File: src/rtl/i2cm_pkg.sv
package i2cm_pkg;

    localparam logic [7:0] A_CFG  = 8'h00;
    localparam logic [7:0] A_TIM  = 8'h04;
    localparam logic [7:0] A_FIFO = 8'h0C;
    localparam logic [7:0] A_CMD  = 8'h30;
    localparam logic [7:0] A_IE   = 8'h38;
    localparam logic [7:0] A_IS   = 8'h3C;
    localparam logic [7:0] A_TX   = 8'h40;
    localparam logic [7:0] A_RX   = 8'h44;

    typedef enum logic [2:0] {
        XS_OK     = 3'd0,
        XS_ARB    = 3'd1,
        XS_NACK_A = 3'd2,
        XS_NACK_D = 3'd3,
        XS_TMO    = 3'd4
    } xfer_status_e;

    typedef struct packed {
        logic       last;
        logic [7:0] data;
    } tx_ent_t;

    typedef struct packed {
        logic [1:0] code;
        logic       pec_bad;
        logic [7:0] data;
    } rx_ent_t;

    typedef struct packed {
        logic [3:0] proto;
        logic       pec;
        logic [7:0] rd_cnt;
    } cmd_fields_t;

    // interrupt vector: full -> bit 31, thr -> bit 30, done -> bit 28
    typedef struct packed {
        logic full;
        logic thr;
        logic done;
    } irq_vec_t;

    function automatic irq_vec_t irq_pick(logic [31:0] w);
        irq_vec_t v;
        v.full = w[31];
        v.thr  = w[30];
        v.done = w[28];
        return v;
    endfunction

    function automatic logic [31:0] irq_place(irq_vec_t v);
        return {v.full, v.thr, 1'b0, v.done, 28'b0};
    endfunction

    function automatic logic [31:0] rx_word(rx_ent_t e, logic valid);
        return valid ? {e.code, e.pec_bad, 21'b0, e.data} : 32'b0;
    endfunction

    function automatic logic [31:0] cmd_word(logic busy, logic [2:0] st, cmd_fields_t f);
        return {busy, 3'b0, st, 12'b0, f.proto, f.pec, f.rd_cnt};
    endfunction

endpackage

File: src/rtl/i2cm_fifo.sv
module i2cm_fifo #(
    parameter int W     = 9,
    parameter int DEPTH = 64,
    localparam int PW   = $clog2(DEPTH),
    localparam int CW   = PW + 1
) (
    input  logic          clk,
    input  logic          rst,
    input  logic          flush,
    input  logic          push,
    input  logic [W-1:0]  din,
    input  logic          pop,
    output logic [W-1:0]  dout,
    output logic          empty,
    output logic          full,
    output logic [CW-1:0] count
);
    logic [W-1:0]  mem [DEPTH];
    logic [PW-1:0] wp, rp;
    logic          do_push, do_pop;

    function automatic logic [PW-1:0] step(logic [PW-1:0] p);
        return (p == PW'(DEPTH - 1)) ? '0 : p + 1'b1;
    endfunction

    assign empty   = (count == '0);
    assign full    = (count == CW'(DEPTH));
    assign do_push = push && !full && !flush;
    assign do_pop  = pop && !empty && !flush;
    assign dout    = mem[rp];

    always_ff @(posedge clk) begin
        if (do_push && !rst) mem[wp] <= din;
    end

    always_ff @(posedge clk) begin
        if (rst || flush) begin
            wp    <= '0;
            rp    <= '0;
            count <= '0;
        end else begin
            if (do_push) wp <= step(wp);
            if (do_pop)  rp <= step(rp);
            case ({do_push, do_pop})
                2'b10:   count <= count + 1'b1;
                2'b01:   count <= count - 1'b1;
                default: count <= count;
            endcase
        end
    end
endmodule

File: src/rtl/i2cm_cmd.sv
module i2cm_cmd
    import i2cm_pkg::*;
(
    input  logic        clk,
    input  logic        rst,
    input  logic        soft_rst,
    input  logic        enable,
    input  logic        go_req,
    input  cmd_fields_t fields_in,
    input  logic        eng_done,
    input  logic [2:0]  eng_status,
    output logic        busy,
    output logic [2:0]  status,
    output cmd_fields_t fields,
    output logic        start_pulse,
    output logic        fall
);
    logic accept, finish;

    assign accept = go_req && enable && !soft_rst && !busy;
    assign finish = eng_done && busy;
    assign fall   = finish && !soft_rst;

    always_ff @(posedge clk) begin
        if (rst || soft_rst) begin
            busy        <= 1'b0;
            status      <= XS_OK;
            fields      <= '0;
            start_pulse <= 1'b0;
        end else begin
            start_pulse <= accept;
            if (accept) begin
                busy   <= 1'b1;
                status <= XS_OK;
                fields <= fields_in;
            end else if (finish) begin
                busy   <= 1'b0;
                status <= eng_status;
            end
        end
    end
endmodule

File: src/rtl/i2cm_irq.sv
module i2cm_irq
    import i2cm_pkg::*;
(
    input  logic     clk,
    input  logic     rst,
    input  logic     soft_rst,
    input  irq_vec_t set_v,
    input  irq_vec_t w1c_v,
    input  irq_vec_t en_v,
    output irq_vec_t stat_v,
    output logic     irq
);
    always_ff @(posedge clk) begin
        if (rst || soft_rst) stat_v <= '0;
        else                 stat_v <= (stat_v & ~w1c_v) | set_v;
    end

    assign irq = |(stat_v & en_v);
endmodule

File: src/rtl/i2cm_front.sv
module i2cm_front
    import i2cm_pkg::*;
#(
    parameter int FIFO_DEPTH = 64,
    localparam int CNT_W     = $clog2(FIFO_DEPTH) + 1
) (
    input  logic        clk,
    input  logic        rst,
    input  logic        reg_wr,
    input  logic        reg_rd,
    input  logic [7:0]  reg_addr,
    input  logic [31:0] reg_wdata,
    output logic [31:0] reg_rdata,
    output logic        irq,
    output logic        eng_start,
    output logic [3:0]  eng_proto,
    output logic        eng_pec,
    output logic [7:0]  eng_rd_cnt,
    output logic        eng_fast_mode,
    output logic [3:0]  eng_retry,
    output logic        eng_tx_valid,
    output logic [7:0]  eng_tx_data,
    output logic        eng_tx_last,
    input  logic        eng_tx_pop,
    input  logic        eng_rx_push,
    input  logic [7:0]  eng_rx_data,
    input  logic [1:0]  eng_rx_stat,
    input  logic        eng_rx_pec_err,
    input  logic        eng_done,
    input  logic [2:0]  eng_status
);
    logic        cfg_rst_q, cfg_en_q, fast_q;
    logic [3:0]  retry_q;
    logic [5:0]  thld_q;
    irq_vec_t    ie_q, irq_status, irq_set, irq_w1c;

    logic wr_cfg, wr_tim, wr_fifo, wr_cmd, wr_ie, wr_is, wr_tx, rd_rx;
    assign wr_cfg  = reg_wr && (reg_addr == A_CFG);
    assign wr_tim  = reg_wr && (reg_addr == A_TIM);
    assign wr_fifo = reg_wr && (reg_addr == A_FIFO);
    assign wr_cmd  = reg_wr && (reg_addr == A_CMD);
    assign wr_ie   = reg_wr && (reg_addr == A_IE);
    assign wr_is   = reg_wr && (reg_addr == A_IS);
    assign wr_tx   = reg_wr && (reg_addr == A_TX);
    assign rd_rx   = reg_rd && (reg_addr == A_RX);

    logic wdata_unused;
    assign wdata_unused = ^{reg_wdata[29], reg_wdata[27:20], reg_wdata[15:14]};

    // transmit queue
    tx_ent_t          tx_in, tx_head;
    logic             tx_empty, tx_full;
    logic [CNT_W-1:0] tx_cnt;
    assign tx_in.last = reg_wdata[31];
    assign tx_in.data = reg_wdata[7:0];

    i2cm_fifo #(.W($bits(tx_ent_t)), .DEPTH(FIFO_DEPTH)) u_txq (
        .clk(clk), .rst(rst),
        .flush(cfg_rst_q || (wr_fifo && reg_wdata[30])),
        .push(wr_tx), .din(tx_in), .pop(eng_tx_pop),
        .dout(tx_head), .empty(tx_empty), .full(tx_full), .count(tx_cnt)
    );

    assign eng_tx_valid = !tx_empty;
    assign eng_tx_data  = tx_head.data;
    assign eng_tx_last  = tx_head.last;

    // receive queue
    rx_ent_t          rx_in, rx_head;
    logic             rx_empty, rx_full;
    logic [CNT_W-1:0] rx_cnt;
    assign rx_in.code    = eng_rx_stat;
    assign rx_in.pec_bad = eng_rx_pec_err;
    assign rx_in.data    = eng_rx_data;

    i2cm_fifo #(.W($bits(rx_ent_t)), .DEPTH(FIFO_DEPTH)) u_rxq (
        .clk(clk), .rst(rst),
        .flush(cfg_rst_q || (wr_fifo && reg_wdata[31])),
        .push(eng_rx_push), .din(rx_in), .pop(rd_rx),
        .dout(rx_head), .empty(rx_empty), .full(rx_full), .count(rx_cnt)
    );

    // command sequencing
    cmd_fields_t cmd_in, cmd_q;
    logic        cmd_busy, cmd_fall;
    logic [2:0]  cmd_status;
    assign cmd_in.proto  = reg_wdata[12:9];
    assign cmd_in.pec    = reg_wdata[8];
    assign cmd_in.rd_cnt = reg_wdata[7:0];

    i2cm_cmd u_cmd (
        .clk(clk), .rst(rst), .soft_rst(cfg_rst_q), .enable(cfg_en_q),
        .go_req(wr_cmd && reg_wdata[31]), .fields_in(cmd_in),
        .eng_done(eng_done), .eng_status(eng_status),
        .busy(cmd_busy), .status(cmd_status), .fields(cmd_q),
        .start_pulse(eng_start), .fall(cmd_fall)
    );

    assign eng_proto  = cmd_q.proto;
    assign eng_pec    = cmd_q.pec;
    assign eng_rd_cnt = cmd_q.rd_cnt;

    // interrupts
    assign irq_set.full = rx_full;
    assign irq_set.thr  = !rx_empty && (rx_cnt >= CNT_W'(thld_q));
    assign irq_set.done = cmd_fall;
    assign irq_w1c      = wr_is ? irq_pick(reg_wdata) : '0;

    i2cm_irq u_irq (
        .clk(clk), .rst(rst), .soft_rst(cfg_rst_q),
        .set_v(irq_set), .w1c_v(irq_w1c), .en_v(ie_q),
        .stat_v(irq_status), .irq(irq)
    );

    // control registers
    always_ff @(posedge clk) begin
        if (rst) begin
            cfg_rst_q <= 1'b0;
            cfg_en_q  <= 1'b0;
            retry_q   <= '0;
            fast_q    <= 1'b0;
            thld_q    <= '0;
            ie_q      <= '0;
        end else begin
            if (wr_cfg) begin
                cfg_rst_q <= reg_wdata[31];
                cfg_en_q  <= reg_wdata[30];
                retry_q   <= reg_wdata[19:16];
            end
            if (wr_tim)  fast_q <= reg_wdata[31];
            if (wr_fifo) thld_q <= reg_wdata[13:8];
            if (wr_ie)   ie_q   <= irq_pick(reg_wdata);
        end
    end

    assign eng_fast_mode = fast_q;
    assign eng_retry     = retry_q;

    // registered read path
    always_ff @(posedge clk) begin
        if (rst) begin
            reg_rdata <= '0;
        end else if (reg_rd) begin
            case (reg_addr)
                A_CFG:   reg_rdata <= {cfg_rst_q, cfg_en_q, 10'b0, retry_q, 16'b0};
                A_TIM:   reg_rdata <= {fast_q, 31'b0};
                A_FIFO:  reg_rdata <= {9'b0, 7'(rx_cnt), 2'b0, thld_q, 8'b0};
                A_CMD:   reg_rdata <= cmd_word(cmd_busy, cmd_status, cmd_q);
                A_IE:    reg_rdata <= irq_place(ie_q);
                A_IS:    reg_rdata <= irq_place(irq_status);
                A_RX:    reg_rdata <= rx_word(rx_head, !rx_empty);
                default: reg_rdata <= '0;
            endcase
        end
    end
endmodule

File: config.mk
export PLATFORM = sky130hd
export DESIGN_NAME = i2cm_front
export DESIGN_NICKNAME = d
export VERILOG_FILES = /design/src/rtl/i2cm_pkg.sv /design/src/rtl/i2cm_fifo.sv /design/src/rtl/i2cm_cmd.sv /design/src/rtl/i2cm_irq.sv /design/src/rtl/i2cm_front.sv
export SDC_FILE = /design/constraint.sdc
export NUM_CORES = 1
export LEC_CHECK = 0
export ABC_CLOCK_PERIOD_IN_PS = 8650
export BUFFER_PORTS_ARGS = -buffer_cell sky130_fd_sc_hd__clkbuf_2
export CORE_MARGIN = 10
export CORE_UTILIZATION = 38
export CTS_CLUSTER_DIAMETER = 200
export DETAILED_ROUTE_END_ITERATION = 10
export HOLD_SLACK_MARGIN = 0.08
export SKIP_CTS_REPAIR_TIMING = 1
export SYNTH_ARGS = -nofsm -noshare
export SYNTH_HDL_FRONTEND = slang
export SYNTH_SLANG_ARGS = --single-unit
export TNS_END_PERCENT = 1
File: constraint.sdc
create_clock -name clk -period 8.65 [get_ports clk]
set_input_delay 1.73 -clock clk [delete_from_list [all_inputs] [get_ports clk]]
set_output_delay 1.73 -clock clk [all_outputs]
set_load 0.02 [all_outputs]
Word-level counts from Yosys, hierarchy flattened. Memories as Yosys holds them, arrays and structs flattened. A register that Yosys moved wholly into a read port is not among the register bits. Cells that the tools add are included. Widths: inputs -> output; s select.

Add/subtract/negate cells: 8. Magnitude comparators: 1. Equal/unequal tests: 17. Multiplexer cells: 19. Bitwise gates (word level): 4. Reductions and logical operators: 49.

Operators by type and width (number): $pmux 32 s7 (1); $mux 6 (8); $mux 32 (1); $pmux 7 s2 (2); $logic_and 1x1->1 (27); $add 6x1->6 const B (4); $eq 6x6->1 const B (4); $eq 8x6->1 const B (3); $eq 8x7->1 const B (2); $add 7x1->7 const B (2); $eq 7x7->1 const B (2); $logic_not 7->1 (2); $sub 7x1->7 const B (2); $logic_not 1->1 (9); $eq 8x3->1 const B (1); $eq 8x4->1 const B (1); $logic_not 8->1 (1); $ge 7x6->1 (1); $and 3x3->3 (2); $mux 1 (6); $reduce_bool 2->1 (3); $logic_or 1x1->1 (5); $eq 2x1->1 const B (2); $eq 2x2->1 const B (2); other kinds (5) (5).

Register bits: 107. Memory bits (writable): 1280. Input bits: 61. Output and inout bits: 62. Memories kept: 2.

Memory list: u_rxq.mem (words 64, bits a word 11, rd ports 1, clocked after memory_dff 1, wr ports 1, RTL line i2cm_fifo.sv:18) `logic [W-1:0] mem [DEPTH];`; u_txq.mem (words 64, bits a word 9, rd ports 1, clocked after memory_dff 1, wr ports 1, RTL line i2cm_fifo.sv:18).

Logic depth before layout (Yosys ltp). Gate-level depths: netlist of run 1.

Word-level depth: 9. Gate-level depth with buffers: 18. Gate-level depth less buffers: 17.

Cells and area by module. From an unflattened synthesis of run 1, not the netlist that was laid out.

Cells, all modules: 2946. Area, all modules: 55677.1 um^2.

By module, submodules not included: i2cm_fifo (u_rxq) (instances 1, cells an instance 1435, area each 28703.8 um^2); i2cm_fifo (u_txq) (instances 1, cells an instance 1167, area each 23749.0 um^2); i2cm_front (instances 1, cells an instance 245, area each 2185.8 um^2); i2cm_cmd (instances 1, cells an instance 84, area each 913.4 um^2); i2cm_irq (instances 1, cells an instance 15, area each 125.1 um^2).

Worst setup path after synthesis of run 1. OpenSTA, ideal clock, no wires.

Path type: input -> register. From: input port reg_addr[5]. To: register u_rxq.count[4]. Setup time: 70 ps. Arrival time: 4817 ps. Required time: 8580 ps. Setup slack: 3763 ps. Stages: 16. Buffers on the path: 2. Cell sequence: nor4_1 nand2_1 nor2_1 buf_2 a21o_1 nor2_1 inv_1 ha_1 buf_1 xor2_1 ha_1 o31a_1 o22ai_1 xor2_1 or3_1 a21oi_1.

Word-level cells in the longest chain between the ends: 8.

Ends and longest elaborated chain: start, declared (RTL line i2cm_front.sv:11) `input logic [7:0] reg_addr,`; $eq 8x4->1 (RTL line i2cm_front.sv:40) `assign wr_fifo = reg_wr && (reg_addr == A_FIFO);`; $logic_and 1x1->1 (RTL line i2cm_front.sv:40); $logic_and 1x1->1 (RTL line i2cm_front.sv:78) `.flush(cfg_rst_q || (wr_fifo && reg_wdata[31])),`; $logic_or 1x1->1 (RTL line i2cm_front.sv:78); $logic_not 1->1 (RTL line i2cm_fifo.sv:28, i2cm_fifo.sv:29); $logic_and 1x1->1, on equally long branches (RTL line i2cm_fifo.sv:29, i2cm_fifo.sv:28); $eq 2x1->1 or $eq 2x2->1 (tied branches) (RTL line i2cm_fifo.sv:44) `case ({do_push, do_pop})`; $pmux 7 s2 or $reduce_bool 2->1 (tied branches); end signal, assigned (RTL line i2cm_fifo.sv:45) `2'b10: count <= count + 1'b1;`; end signal, assigned (RTL line i2cm_fifo.sv:46) `2'b01: count <= count - 1'b1;`; end signal, assigned (RTL line i2cm_fifo.sv:47) `default: count <= count;`; end, declared (RTL line i2cm_fifo.sv:16) `output logic [CW-1:0] count`.

Parallel ways exist; a longest one is shown, timed or not. A chain may end at the register's enable or synchronous reset.

==> run summary, run 1 <==
Status: finished clean
Num CTS Buffers: 145
R2R depth: 16
Root Buffer: clkbuf_16
Pre-CTS setup slack: 2.415 ns
H-Tree Depth: 4
Dpl cells: 4529
Largest net degree at the start of global routing: 105
Final Hold Vio Count: 0
CP bufs+invs: 2
Site row count: 138
Required time worst endpoint: 6.92 ns
Max Cap Violations: 0
Clk Latency, worst-skew pair: 0.76 ns
CTS tree: done
I/O pin count: 123
FILL cells: 11980
1st-iter DRT viols: 2533
Clk buf depth: 3
CP arrival: 4.34 ns
Warnings from Yosys: 0
Slew margin rel.: 16.19%
Sw Share: 19.99%
Initial Util: 38.33%
Core area: 141900 um2
GP Congestion: 0.8371
Final WL: 130900 um
Max Clock Skew: 0.02025 ns
Fmax: 164.7 MHz
CP endpoint kind: primary output
Max incr delay on CP: 0.89 ns
Global-route wire length before repair: 192400 um
DRC: 0
CP endpoint: eng_tx_data[1]
Reg2reg setup slack: 4.01 ns
Clock tree sinks: 1395
Diodes inserted: 0
Finished Layout Cells: 4784
Fin crit share: 70.19%
Leak pwr: 18.64 nW
Initial antenna violation count: 3
Share of post-route cells with drive strength above 1: 27.75%
All-Layer GR Usage: 16.40%
CP Depth: 5
Final setup fails: 0
Main synth FF type: edfxtp_1
Power Density: 222.6 nW/um2
Switching power: 2.751 mW
RSZ-0062 raised after global routing: false
Distinct cell type count after synthesis: 57
Flop pwr share: 53.6%
Post-Syn Area per Cell: 20.74 um2
Internal power: 11.01 mW
Cells after Synth: 2623
Delay-heaviest family, CP: multiplexers
Die H: 398.4 um
Worst-path clk slew: 0.06 ns
Crit path top cell by count: mux4_2
Die area: 158700 um2
Die Width: 398.4 um
Global route overflow: 0
Vias: 26380
Async S/R FF share, synth: 0%
Slowest CP cell: dfxtp_4
Area Overhead vs Synth: 13.61%
Post-Syn Area: 54410 um2
R2R Path Start: u_txq.count[2]$_SDFFE_PP0P_
Worst Tran Pin Value: 1.253 ns
Classification of the worst setup path: reg2out
Commonest cells after routing, fill and taps aside: edfxtp_1, mux4_2, nor2_1
Setup TNS: 0 ns
Post-route ant nets: 0
Final slew viol count: 0
Most common cell after layout, fill and taps aside: edfxtp_1
Logic pwr share: 1.5%
Clock share of power: 44.9%
Worst min path class: reg2reg
Worst-path fanout max: 38
PortBufs: 107
Layout Nets: 2866
Minimum clock period: 6.071 ns
Routed wire per std cell: 27.37 um
#FFs+latches synth: 1395
DRT Pass-1 Iters: 5
Detailed-placement wirelength estimate: 81410 um
Critical path, cell by cell: buf_4 > mux4_2 > mux4_2 > mux4_2 > clkbuf_2
Vias/cell: 5.515
Post-route setup slack: 2.579 ns
Hold Worst Slack: 0.4649 ns
Startpoint Class: flip-flop
Maximum vdd drop: 0.0001889 V
FF-to-FF End: u_txq.count[6]$_SDFFE_PP0P_
Sequential area share after synthesis: 74.88%
Number of global-route vias before repair: 27620
Post-synth EDFFs: 1280
## state kept, by name, indices dropped and copies added, names as in the netlist, named ones only
register,cells
thld_q,6
u_cmd.busy,1
u_rxq.mem,704
u_cmd.status,3
u_rxq.rp,6
reg_rdata,28
cfg_en_q,1
u_txq.count,7
ie_q,3
cfg_rst_q,1
u_irq.stat_v,3
eng_retry,4
u_rxq.count,7
u_txq.wp,6
u_cmd.start_pulse,1
u_txq.rp,6
u_rxq.wp,6
eng_fast_mode,1
u_txq.mem,576
u_cmd.fields,13
## layer usage
layer	up-vias	wire [um]	track usage, %
met5	-	13	0
met4	2	2940	4.329
met3	183	10040	4.099
met2	1043	63980	26.85
met1	14040	53950	21.83
li1	11120	-	-
## how the worst min path moves through the flow
stage                                         to  cells after the start                          from
global route        u_cmd.status[0]$_SDFFE_PP0P_                      2  u_cmd.status[0]$_SDFFE_PP0P_
global placement    u_cmd.status[0]$_SDFFE_PP0P_                      2  u_cmd.status[0]$_SDFFE_PP0P_
floorplan           u_cmd.status[0]$_SDFFE_PP0P_                      2  u_cmd.status[0]$_SDFFE_PP0P_
CTS                 u_cmd.status[0]$_SDFFE_PP0P_                      2  u_cmd.status[0]$_SDFFE_PP0P_
finish              u_cmd.status[0]$_SDFFE_PP0P_                      2  u_cmd.status[0]$_SDFFE_PP0P_
detailed placement  u_cmd.status[0]$_SDFFE_PP0P_                      2  u_cmd.status[0]$_SDFFE_PP0P_
## stage by stage
step / total power, mW / utilization, % / instance area, um2
after floorplan: 7.565 / - / 54420
after global placement: 7.712 / 40.24 / 57110
after detailed placement: 7.727 / 40.24 / 57110
after CTS: 13.87 / 43.55 / 61810
after global routing: 14.15 / 43.55 / 61810
final: 13.76 / 43.55 / 61810
## kinds of logic after synthesis
family          count (synthesis)  synth area share, %
flops                        1395                74.88
mux                           453                17.76
simple gates                  421                3.466
buf+inv                       170                1.407
compound gates                139                1.626
xor+xnor                       24               0.3863
fa+ha+maj                      20               0.4691
other cells                     1             0.006892
## synthesized netlist by cell type, types with 3 or more instances
cell | instances | share of area (%)
edfxtp_1 | 1280 | 71
mux4_2 | 409 | 17
nor2_1 | 236 | 1.6
dfxtp_1 | 115 | 4.2
clkbuf_1 | 74 | 0.51
nand2_1 | 65 | 0.45
a21oi_1 | 63 | 0.58
mux2i_1 | 34 | 0.63
buf_2 | 33 | 0.30
nand3_1 | 31 | 0.29
buf_1 | 23 | 0.16
inv_1 | 22 | 0.15
nor2b_1 | 19 | 0.22
ha_1 | 18 | 0.41
xor2_1 | 18 | 0.29
o21ai_0 | 16 | 0.15
buf_4 | 13 | 0.18
a211oi_1 | 11 | 0.15
a222oi_1 | 11 | 0.20
a21o_1 | 10 | 0.14
mux2_2 | 10 | 0.21
nor3_1 | 9 | 0.083
or3_1 | 9 | 0.10
nand4_1 | 8 | 0.092
and3_1 | 7 | 0.080
nand3b_1 | 7 | 0.097
and2_1 | 6 | 0.069
xnor2_1 | 6 | 0.097
a22oi_1 | 5 | 0.069
buf_6 | 5 | 0.10
nor4_1 | 5 | 0.057
a31oi_1 | 4 | 0.046
nand2b_1 | 4 | 0.046
or3b_2 | 3 | 0.048
## power by group through the flow
stage	Combinational [mW]	Sequential, mW	Clock (mW)
finish	0.211	7.37	6.18
global route	0.227	7.37	6.55
CTS	0.215	7.37	6.29
detailed placement	0.215	7.51	0
global placement	0.201	7.51	0
floorplan	0.0558	7.51	0
## cell type report
| cell class | count | area (um2) | share of cell area [%] |
|---|---|---|---|
| sequential | 1395 | 40760 | 65.94 |
| multi-input combinational | 1061 | 12920 | 20.91 |
| clock buffer | 182 | 3914 | 6.332 |
| timing repair buffer | 161 | 978.4 | 1.583 |
| clock inverter | 73 | 790.8 | 1.279 |
| tap | 1890 | 2365 | 3.826 |
| inverter | 22 | 82.58 | 0.1336 |
## worst reg2reg max path, stage by stage (launching register included)
cell and delay, ns:
dfxtp_1 0.32, nor4_1 0.44, nand2_1 0.27, o2111ai_1 0.69, nor2b_1 0.31, inv_1 0.26, ha_1 0.34, inv_1 0.12
fa_1 0.39, nor2b_1 0.17, o21ai_0 0.13, a21boi_0 0.29, o21ai_0 0.16, and3_1 0.21, nor3_1 0.20, xnor2_1 0.15
nor2_1 0.05
Note: power is estimated with default switching activity, not from simulation.
==> run 2: changes to the inputs <==
--- a/config.mk
+++ b/config.mk
@@ -5,7 +5,8 @@
 export SDC_FILE = /design/constraint.sdc
 export NUM_CORES = 1
 export LEC_CHECK = 0
-export ABC_CLOCK_PERIOD_IN_PS = 8650
+export ABC_AREA = 1
+export ABC_CLOCK_PERIOD_IN_PS = 6050
 export BUFFER_PORTS_ARGS = -buffer_cell sky130_fd_sc_hd__clkbuf_2
 export CORE_MARGIN = 10
 export CORE_UTILIZATION = 38
==> constraint.sdc (replaced) <==
create_clock -name clk -period 6.05 [get_ports clk]
set_input_delay 1.21 -clock clk [delete_from_list [all_inputs] [get_ports clk]]
set_output_delay 1.21 -clock clk [all_outputs]
set_load 0.02 [all_outputs]
==> run 2 against run 1 <==
Compared with the run above:
- highest routed layer unchanged
- clock skew increased by 0.0078 ns
- hold slack improved by 0.0014 ns
- routed wire length increased by 13%
- die area increased by 3.6%
- critical path depth increased by 5
- total power increased by 56%
- clock power increased by 37%
- utilization decreased by 0.64 points
- largest cell class unchanged
==> run summary, run 2 <==
All-Layer GR Usage: 17.46% (+1.1 points)
PortBufs: 107 (unchanged)
RSZ-0062 raised after global routing: false
Die Width: 405.6 um (+1.8%)
Worst-path fanout max: 76 (+100%)
Internal power: 16.03 mW (+46%)
Leak pwr: 21.50 nW (+15%)
Area Overhead vs Synth: 12.16%
1st-iter DRT viols: 4334 (+71%)
Post-Syn Area: 56490 um2 (+3.8%)
Post-synth EDFFs: 1280 (unchanged)
Share of post-route cells with drive strength above 1: 8.973% (-19 points)
DRC: 0 (unchanged)
Global-route wire length before repair: 221100 um (+15%)
Cells after Synth: 4779 (+82%)
Worst min path class: reg2reg
Startpoint Class: flip-flop
Commonest cells after routing, fill and taps aside: edfxtp_1, nor2_1, nand2_1
Synth cell count leaders: edfxtp_1, nor2_1, nand2_1
Yosys top cell area share: 68.04% (-2.6 points)
Die H: 405.6 um (+1.8%)
Final Hold Vio Count: 0 (unchanged)
Core area: 147700 um2 (+4.0%)
Sequential area share after synthesis: 72.11% (-2.8 points)
Most common cell after layout, fill and taps aside: edfxtp_1
Diodes inserted: 0 (unchanged)
Fmax: 188.6 MHz
Synth area leaders: edfxtp_1, nor2_1, nand2_1
Max FFs per register: 704 (unchanged)
Layout Nets: 4917 (+72%)
Global route overflow: 0 (unchanged)
Detailed-placement wirelength estimate: 81700 um (+0.36%)
Power Density: 337.8 nW/um2 (+52%)
Required time worst endpoint: 4.84 ns (-2.08 ns)
Worst Tran Pin Value: 1.260 ns (+0.007430 ns)
Initial Util: 38.26% (-0.075 points)
Slew margin rel.: 15.69% (-0.50 points)
Switching power: 5.375 mW (+95%)
Final slew viol count: 0 (unchanged)
Biggest regs: u_rxq.mem: 704 flops, u_txq.mem: 576 flops, reg_rdata: 28 flops
Max Cap Violations: 0 (unchanged)
Minimum clock period: 5.302 ns
CP endpoint kind: primary output
Setup TNS: 0 ns (unchanged)
Die area: 164500 um2 (+3.6%)
Initial antenna violation count: 2 (-1)
Async S/R FF share, synth: 0% (unchanged)
#FFs+latches synth: 1395 (unchanged)
Num CTS Buffers: 139 (-4.1%)
DRT Pass-1 Iters: 8 (+3)
Hold Worst Slack: 0.4662 ns (+0.001365 ns)
Post-route cell area: 63360 um2 (+2.5%)
Flop pwr share: 49.7% (-3.9 points)
Sw Share: 25.11% (+5.1 points)
Site row count: 141 (+2.2%)
Largest register by flop count: u_rxq.mem
Fin crit share: 87.63%
Final WL: 147300 um (+13%)
Clk buf depth: 3 (unchanged)
CTS tree: done
Post-layout util: 42.91% (-0.64 points)
CP arrival: 4.09 ns (-0.25 ns)
Maximum vdd drop: 0.0003174 V (+68%)
Post-route ant nets: 0 (unchanged)
Leading area contributor after synthesis: edfxtp_1
Worst-path clk slew: 0.06 ns (about the same)
Cell with the most instances after synthesis: edfxtp_1
Clk Latency, worst-skew pair: 0.78 ns (+0.02 ns)
Root Buffer: clkbuf_16
Vias/cell: 5.403 (-2.0%)
Largest net degree at the start of global routing: 226 (+120%)
H-Tree Depth: 4 (unchanged)
Status: finished clean
Number of global-route vias before repair: 35480 (+28%)
Post-Syn Area per Cell: 11.82 um2 (-43%)
Classification of the worst setup path: reg2out
Final setup fails: 0 (unchanged)
Vias: 37160 (+41%)
Routed wire per std cell: 21.42 um (-22%)
Warnings from Yosys: 0 (unchanged)
Clock share of power: 39.4% (-5.5 points)
Placed cell areas: 58980 um2 (+3.3%)
GP Congestion: 0.8252 (-1.4%)
I/O pin count: 123 (unchanged)
Logic pwr share: 10.8% (+9.3 points)
Distinct cell type count after synthesis: 50 (-12%)
Main synth FF type: edfxtp_1
Clock tree sinks: 1395 (unchanged)
Max Clock Skew: 0.02808 ns (+0.007826 ns)
[run 2: cell count changes after synthesis, sizes merged, moves of 142 or more]
cell | before | now
o22ai | 2 | 174
a21oi | 63 | 205
nand2 | 65 | 724
nand3 | 31 | 294
nor2 | 236 | 801
o21ai | 16 | 543
mux4 | 409 | 0
[run 2: kinds of logic after synthesis]
family	share of synthesized area [%]
AO/OA/AOI/OAI	10.64
XOR/XNOR	0.2015
adder cells (fa/ha/maj)	0.4341
buffers and inverters	3.227
flip-flops	72.11
other	0.006638
AND/OR/NAND/NOR	13.38
[run 2: final cells by class]
cell class | instances | area, um2
Timing Repair Buffer | 204 | 1339
Sequential cell | 1395 | 40760
Fill cell | 13350 | 84300
Clock inverter | 78 | 694.4
Tap cell | 1930 | 2415
Inverter | 131 | 516.7
Clock buffer | 174 | 3694
Multi-Input combinational cell | 2966 | 13950
[run 2: critical path, cell delays in order, from the launching register on]
cell and delay (ns):
dfxtp_4 0.55, inv_4 0.75, buf_4 0.38, buf_4 0.35, o21ai_0 0.15, o22ai_1 0.27
o21ai_0 0.15, o221ai_1 0.24, nand3_1 0.09, nand2_1 0.13, clkbuf_2 0.19
[run 2: power by group through the flow]
stage               Sequential [mW]  Combinational (mW)  Clock [mW]
detailed placement             10.9                2.31           0
global placement               10.9                2.27           0
CTS                            10.6                2.31        8.56
finish                         10.6                2.31        8.44
global route                   10.6                2.57        8.94
floorplan                      10.8                1.54           0
[run 2: path summary, 6_finish.rpt]
kind	startpoint	end	slack [ns]	depth (start not counted)
worst max register to register	flip-flop	reg_rdata[5]$_SDFFE_PP0P_	2.61	14
worst min-delay path	u_cmd.status[0]$_SDFFE_PP0P_	u_cmd.status[0]$_SDFFE_PP0P_	0.47	2
worst max-delay path	flip-flop	eng_tx_data[6]	0.75	10
worst min register to register	u_cmd.status[0]$_SDFFE_PP0P_	u_cmd.status[0]$_SDFFE_PP0P_	0.47	2
[run 2: metrics by stage]
stage                     setup WS (ns)  total power [mW]  cells
final                            0.7483             21.40   6878
after floorplan                   2.305             12.33   4782
after global routing             0.5274             22.16   6878
after global placement            1.461             13.12   6626
after CTS                        0.6854             21.52   6878
after detailed placement          1.509             13.16   6626
[run 2: per-layer routing]
metal	GRT usage, %	part of all wire [%]	up-vias
met3	4.184	8.8	199
li1	-	-	17310
met1	24.80	44	18210
met5	0	0.021	-
met2	26.35	45	1436
met4	5.469	2.6	4
